<file path="config.mk">
export PLATFORM = sky130hd
export DESIGN_NAME = evlog_ring
export DESIGN_NICKNAME = d
export VERILOG_FILES = /design/src/rtl/evlog_pkg.sv /design/src/rtl/evlog_ptr.sv /design/src/rtl/evlog_gate.sv /design/src/rtl/evlog_regs.sv /design/src/rtl/evlog_ring.sv
export SDC_FILE = /design/constraint.sdc
export NUM_CORES = 1
export LEC_CHECK = 0
export BUFFER_PORTS_ARGS = -buffer_cell sky130_fd_sc_hd__buf_2
export CORE_ASPECT_RATIO = 0.8
export CORE_MARGIN = 1
export CORE_UTILIZATION = 32
export DETAILED_ROUTE_END_ITERATION = 16
export PLACE_DENSITY = 0.78
export SLEW_MARGIN = 20
export SYNTH_ARGS = -nofsm -noshare
export SYNTH_HDL_FRONTEND = slang
export SYNTH_HIERARCHICAL = 1
export SYNTH_SLANG_ARGS = --single-unit
</file>
<file path="constraint.sdc">
create_clock -name clk -period 2.33 [get_ports clk]
set_input_delay 0.1165 -clock clk [delete_from_list [all_inputs] [get_ports clk]]
set_output_delay 0.1165 -clock clk [all_outputs]
set_load 0.05 [all_outputs]
</file>
<file path="src/rtl/evlog_pkg.sv">
package evlog_pkg;
  typedef enum logic [1:0] {
    REG_CTRL   = 2'd0,
    REG_STATUS = 2'd1,
    REG_HEAD   = 2'd2,
    REG_TAIL   = 2'd3
  } reg_sel_e;

  localparam int CTRL_EN_BIT  = 0;
  localparam int CTRL_IE_BIT  = 1;
  localparam int ST_PEND_BIT  = 0;
  localparam int ST_OVF_BIT   = 1;
endpackage

</file>
<file path="src/rtl/evlog_ptr.sv">
module evlog_ptr #(
  parameter int PTR_W = 3
) (
  input  logic             clk,
  input  logic             rst_n,
  input  logic             adv,
  input  logic [PTR_W-1:0] head,
  output logic [PTR_W-1:0] tail,
  output logic             full
);
  logic [PTR_W-1:0] tail_q;
  logic [PTR_W-1:0] tail_nx;

  always_comb begin
    tail_nx = tail_q + 1'b1;
    full    = (tail_nx == head);
  end

  always_ff @(posedge clk or negedge rst_n) begin
    if (!rst_n) begin
      tail_q <= '0;
    end else if (adv) begin
      tail_q <= tail_nx;
    end
  end

  assign tail = tail_q;
endmodule

</file>
<file path="src/rtl/evlog_gate.sv">
module evlog_gate (
  input  logic clk,
  input  logic rst_n,
  input  logic evt_valid,
  input  logic full,
  input  logic ovf,
  input  logic arm_req,
  input  logic disarm,
  output logic evt_ready,
  output logic do_write,
  output logic set_ovf,
  output logic active
);
  logic active_q;
  logic active_d;
  logic fire;

  always_comb begin
    evt_ready = active_q | ovf;
    fire      = evt_valid & evt_ready;
    do_write  = fire & active_q & ~full;
    set_ovf   = fire & active_q & full;
    active_d  = active_q;
    if (disarm) begin
      active_d = 1'b0;
    end else if (arm_req && !ovf) begin
      active_d = 1'b1;
    end else if (set_ovf) begin
      active_d = 1'b0;
    end
  end

  always_ff @(posedge clk or negedge rst_n) begin
    if (!rst_n) begin
      active_q <= 1'b0;
    end else begin
      active_q <= active_d;
    end
  end

  assign active = active_q;
endmodule

</file>
<file path="src/rtl/evlog_regs.sv">
module evlog_regs
  import evlog_pkg::*;
#(
  parameter int PTR_W = 3,
  parameter int CSR_W = 32
) (
  input  logic             clk,
  input  logic             rst_n,
  input  logic             wr_en,
  input  logic [1:0]       addr,
  input  logic [CSR_W-1:0] wdata,
  input  logic             set_pend,
  input  logic             set_ovf,
  input  logic [PTR_W-1:0] tail,
  output logic [CSR_W-1:0] rdata,
  output logic             log_en,
  output logic             int_en,
  output logic             pend,
  output logic             ovf,
  output logic [PTR_W-1:0] head,
  output logic             arm_req,
  output logic             disarm,
  output logic             irq
);
  logic             en_q, ie_q, pend_q, ovf_q;
  logic             pend_d, ovf_d;
  logic [PTR_W-1:0] head_q;
  logic             ctrl_wr, st_wr, head_wr;
  logic             unused_wdata;

  assign unused_wdata = ^wdata[CSR_W-1:PTR_W];

  always_comb begin
    ctrl_wr = wr_en && (reg_sel_e'(addr) == REG_CTRL);
    st_wr   = wr_en && (reg_sel_e'(addr) == REG_STATUS);
    head_wr = wr_en && (reg_sel_e'(addr) == REG_HEAD);
    arm_req = ctrl_wr & wdata[CTRL_EN_BIT] & ~en_q;
    disarm  = ctrl_wr & ~wdata[CTRL_EN_BIT];
    pend_d  = (pend_q & ~(st_wr & wdata[ST_PEND_BIT])) | set_pend;
    ovf_d   = (ovf_q  & ~(st_wr & wdata[ST_OVF_BIT]))  | set_ovf;
  end

  always_ff @(posedge clk or negedge rst_n) begin
    if (!rst_n) begin
      en_q <= 1'b0;
      ie_q <= 1'b0;
    end else if (ctrl_wr) begin
      en_q <= wdata[CTRL_EN_BIT];
      ie_q <= wdata[CTRL_IE_BIT];
    end
  end

  always_ff @(posedge clk or negedge rst_n) begin
    if (!rst_n) begin
      pend_q <= 1'b0;
      ovf_q  <= 1'b0;
    end else begin
      pend_q <= pend_d;
      ovf_q  <= ovf_d;
    end
  end

  always_ff @(posedge clk or negedge rst_n) begin
    if (!rst_n) begin
      head_q <= '0;
    end else if (head_wr) begin
      head_q <= wdata[PTR_W-1:0];
    end
  end

  always_comb begin
    rdata = '0;
    unique case (reg_sel_e'(addr))
      REG_CTRL: begin
        rdata[CTRL_EN_BIT] = en_q;
        rdata[CTRL_IE_BIT] = ie_q;
      end
      REG_STATUS: begin
        rdata[ST_PEND_BIT] = pend_q;
        rdata[ST_OVF_BIT]  = ovf_q;
      end
      REG_HEAD: rdata[PTR_W-1:0] = head_q;
      REG_TAIL: rdata[PTR_W-1:0] = tail;
      default:  rdata = '0;
    endcase
  end

  assign log_en = en_q;
  assign int_en = ie_q;
  assign pend   = pend_q;
  assign ovf    = ovf_q;
  assign head   = head_q;
  assign irq    = ie_q & (pend_q | ovf_q);
endmodule

</file>
<file path="src/rtl/evlog_ring.sv">
module evlog_ring #(
  parameter int DEPTH = 8,
  parameter int REC_W = 32,
  parameter int CSR_W = 32
) (
  input  logic                     clk,
  input  logic                     rst_n,
  input  logic                     evt_valid,
  input  logic [REC_W-1:0]         evt_data,
  output logic                     evt_ready,
  output logic                     mem_we,
  output logic [$clog2(DEPTH)-1:0] mem_addr,
  output logic [REC_W-1:0]         mem_wdata,
  input  logic                     reg_wr_en,
  input  logic [1:0]               reg_addr,
  input  logic [CSR_W-1:0]         reg_wdata,
  output logic [CSR_W-1:0]         reg_rdata,
  output logic                     irq
);
  localparam int PTR_W = $clog2(DEPTH);

  logic [PTR_W-1:0] head_ptr, tail_ptr;
  logic             ring_full, do_write, set_ovf;
  logic             ctl_log_en, ctl_int_en, st_pend, st_ovf;
  logic             arm_req, disarm, log_active;

  evlog_regs #(.PTR_W(PTR_W), .CSR_W(CSR_W)) u_regs (
    .clk     (clk),
    .rst_n   (rst_n),
    .wr_en   (reg_wr_en),
    .addr    (reg_addr),
    .wdata   (reg_wdata),
    .set_pend(do_write),
    .set_ovf (set_ovf),
    .tail    (tail_ptr),
    .rdata   (reg_rdata),
    .log_en  (ctl_log_en),
    .int_en  (ctl_int_en),
    .pend    (st_pend),
    .ovf     (st_ovf),
    .head    (head_ptr),
    .arm_req (arm_req),
    .disarm  (disarm),
    .irq     (irq)
  );

  evlog_ptr #(.PTR_W(PTR_W)) u_ptr (
    .clk  (clk),
    .rst_n(rst_n),
    .adv  (do_write),
    .head (head_ptr),
    .tail (tail_ptr),
    .full (ring_full)
  );

  evlog_gate u_gate (
    .clk      (clk),
    .rst_n    (rst_n),
    .evt_valid(evt_valid),
    .full     (ring_full),
    .ovf      (st_ovf),
    .arm_req  (arm_req),
    .disarm   (disarm),
    .evt_ready(evt_ready),
    .do_write (do_write),
    .set_ovf  (set_ovf),
    .active   (log_active)
  );

  assign mem_we    = do_write;
  assign mem_addr  = tail_ptr;
  assign mem_wdata = evt_data;
endmodule

</file>
==> qor.txt <==
Die width -> 67.43 um
Post-route cell area -> 929.6 sq um
Via count of the first global-routing pass -> 475
Number of design rule violations left after detail routing -> 0
Number of register bits inferred by synthesis -> 11
Via count -> 543
Overall die area -> 3664 sq um
Final #Nets -> 170
Crit Path Max Fanout -> 5
Count of inserted antenna diode cells -> 0
Layer with the highest usage -> met2
Number of enable-type register cells in the synthesized netlist -> 0
Max Fclk -> 505.3 MHz
Total global routing overflow -> 0
Cts-stage hold buffer count -> 1
Core region area -> 3176 sq um
Kind of end point of the critical path -> primary output
Netlist area before placement -> 1096 sq um
Clock tree skew after final layout -> 7.045 ps
Starting density of the core -> 34.52%
Latest clock arrival within the worst-skew pair -> 240 ps
Routability-driven placement congestion ratio -> 0.7634
I/O pin total -> 140
Leakage -> 0.0004664 uW
Buffer count from post-CTS setup fixing -> 0
Avg Inst Size Synth -> 9.964 sq um
Final TNS setup -> 0 ps
Average wire per standard cell -> 10.72 um
Overall Global Routing Usage -> 9.468%
Yosys top cell by area -> sky130_fd_sc_hd__buf_4
Clock transition time at the flip-flop clock pins of the worst setup and hold paths -> 50 ps
Final period demand of the worst path -> 1979 ps
Worst Hold Class -> input port to flip-flop
Status -> complete, no violations
Pre-Repair DR Iteration Count -> 4
Cell count after synthesis -> 110
Fraction of post-synthesis cell area in the top cell type by area -> 41.78%
Share of final-layout standard cells stronger than drive strength 1 -> 34.69%
Start-to-end type of the worst setup path -> flip-flop to primary output
Clk sink count -> 11
Antenna violations before repair -> 0
Share of the clock period used by the worst path after layout -> 84.93%
Synth warnings -> 6
Met2 Track Usage GR -> 13.67%
Std cell rows -> 18
Power per cell area -> 1270 nW/um^2
Global-route wire length before repair -> 2.277 mm
Maximum buffer depth of the clock tree -> 2
Portion of the post-synthesis area used by sequential elements -> 25.11%
Layout area overhead -> -15.18%
Final count of hold timing violations -> 0
Global Route met1 Usage -> 9.722%
Largest net degree at the start of global routing -> 12
Top FF cell, synth -> sky130_fd_sc_hd__dfrtp_1
Cts bufs inserted -> 3
Final number of max-transition violations -> 0
Met3 track demand over resource in global routing -> 6.250%
HPWL Detailed -> 1.194 mm
Total wire length after detailed routing -> 1.480 mm
DR iter-0 viols -> 11
Peak ir drop on the vdd network -> 0.0002661 V
Unrepaired setup endpoints after global routing -> false
Synth top area cells -> sky130_fd_sc_hd__buf_4 (42%), sky130_fd_sc_hd__dfrtp_1 (25%), sky130_fd_sc_hd__mux2_2 (6.2%)
Area post-placement -> 874.6 sq um
Number of antenna-violating nets in the routed design -> 0
Total setup violations reported at the end of the flow -> 0
Arr. time, crit path -> 1860 ps
Clock tree from TritonCTS -> done
Port Buf Inserts -> 17
Commonest cells in the netlist -> sky130_fd_sc_hd__buf_4 (61), sky130_fd_sc_hd__dfrtp_1 (11), sky130_fd_sc_hd__mux2_2 (6)
Clock root buffer -> sky130_fd_sc_hd__clkbuf_8
Number of violations of the max-capacitance limit -> 0
Share of the core filled with cells -> 29.28%
Count of unique library cells instantiated by Yosys -> 26
Startpoint kind of the worst setup timing path -> flip-flop
Data required, critical path -> 2210 ps
Cell with the most instances after synthesis -> sky130_fd_sc_hd__buf_4
Resized cells post-CTS -> 0
Proportion of synthesized flip-flops having asynchronous set or reset -> 100.0%
CTS HTree Levels -> 1
Die Height -> 54.35 um
Average via count per standard cell -> 3.935
Post-route total power -> 1181 uW
power breakdown:
group          leakage [uW]  internal (uW)  switching [uW]
sequential         0.000133            256            67.7
clock             0.0000228            120            71.7
combinational      0.000311            206             459
total              0.000466            582             598
routing by layer:
layer	part of all wire, %	vias up
li1	-	247
met1	40	265
met2	47	25
met4	2.6	0
met3	11	6
met5	0	-
registers in the layout, indices dropped and copies added (netlist names):
register,flops
u_ptr/tail,3
u_regs/log_en,1
u_regs/ovf,1
u_regs/int_en,1
u_regs/pend,1
u_regs/head,3
u_gate/active,1
placed cells by master, fill, tap and decap left out, types with 2 or more instances in the layout:
| master | count |
|---|---|
| sky130_fd_sc_hd__conb_1 | 29 |
| sky130_fd_sc_hd__buf_2 | 17 |
| sky130_fd_sc_hd__a21o_1 | 2 |
| sky130_fd_sc_hd__nand4b_1 | 2 |
| sky130_fd_sc_hd__nor3b_2 | 2 |
| sky130_fd_sc_hd__xor2_1 | 2 |
| sky130_fd_sc_hd__mux2_2 | 6 |
| sky130_fd_sc_hd__dfrtp_1 | 11 |
| sky130_fd_sc_hd__nor2_1 | 2 |
| sky130_fd_sc_hd__clkbuf_8 | 3 |
| sky130_fd_sc_hd__nand2_1 | 3 |
| sky130_fd_sc_hd__xnor2_1 | 2 |
path summary, 6_finish.rpt:
check / start / to / cells past startpoint / slack, ps
max: u_ptr/tail[0] / mem_we / 5 / 350
min: reg_wdata[2] / u_regs/head[2] / 2 / 110
max reg2reg: u_ptr/tail[0] / u_ptr/tail[1] / 5 / 540
min reg2reg: u_regs/pend / u_regs/pend / 1 / 520
max in group asynchronous: rst_n / u_ptr/tail[1] / 2 / 1850
min in group asynchronous: rst_n / u_regs/pend / 2 / 270
per-stage QoR:
step / cells / hold WS (ps) / setup slack, ps
after floorplan: 138 / -179.1 / 153.3
after global placement: 133 / 2.103 / 554.9
after detailed placement: 133 / 3.748 / 542.7
after CTS: 138 / 112.7 / 334.6
after global routing: 138 / 108.8 / 223.2
final: 138 / 113.1 / 351.0
cell families (layout without fill, tap and decap cells):
group / count (synthesis) / after routing / share of synthesized area, %
buffers and inverters: 63 / 23 / 43.15
and+or+nand+nor: 16 / 16 / 10.39
DFF: 11 / 11 / 25.11
muxes: 9 / 9 / 11.53
xor gates and xnor gates: 5 / 5 / 5.366
AOI/OAI and AO/OA: 4 / 4 / 2.968
adders and majority gates: 1 / 1 / 1.141
other: 1 / 29 / 0.3421
cell type report:
| type | count | area, sq um |
|---|---|---|
| repair buffers | 18 | 95.09 |
| clock buffers | 4 | 45.04 |
| flip-flops and latches | 11 | 275.3 |
| inverters | 1 | 3.754 |
| multi-input cells | 64 | 460.4 |
| well taps | 40 | 50.05 |
| fillers | 341 | 2246 |
critical path, cell delays in order (launching register included):
cell	delay, ps
sky130_fd_sc_hd__dfrtp_1	420
sky130_fd_sc_hd__ha_1	210
sky130_fd_sc_hd__xor3_1	420
sky130_fd_sc_hd__nor3_2	250
sky130_fd_sc_hd__nor2_4	100
sky130_fd_sc_hd__buf_2	220
Power figures use the tool's default switching activity.
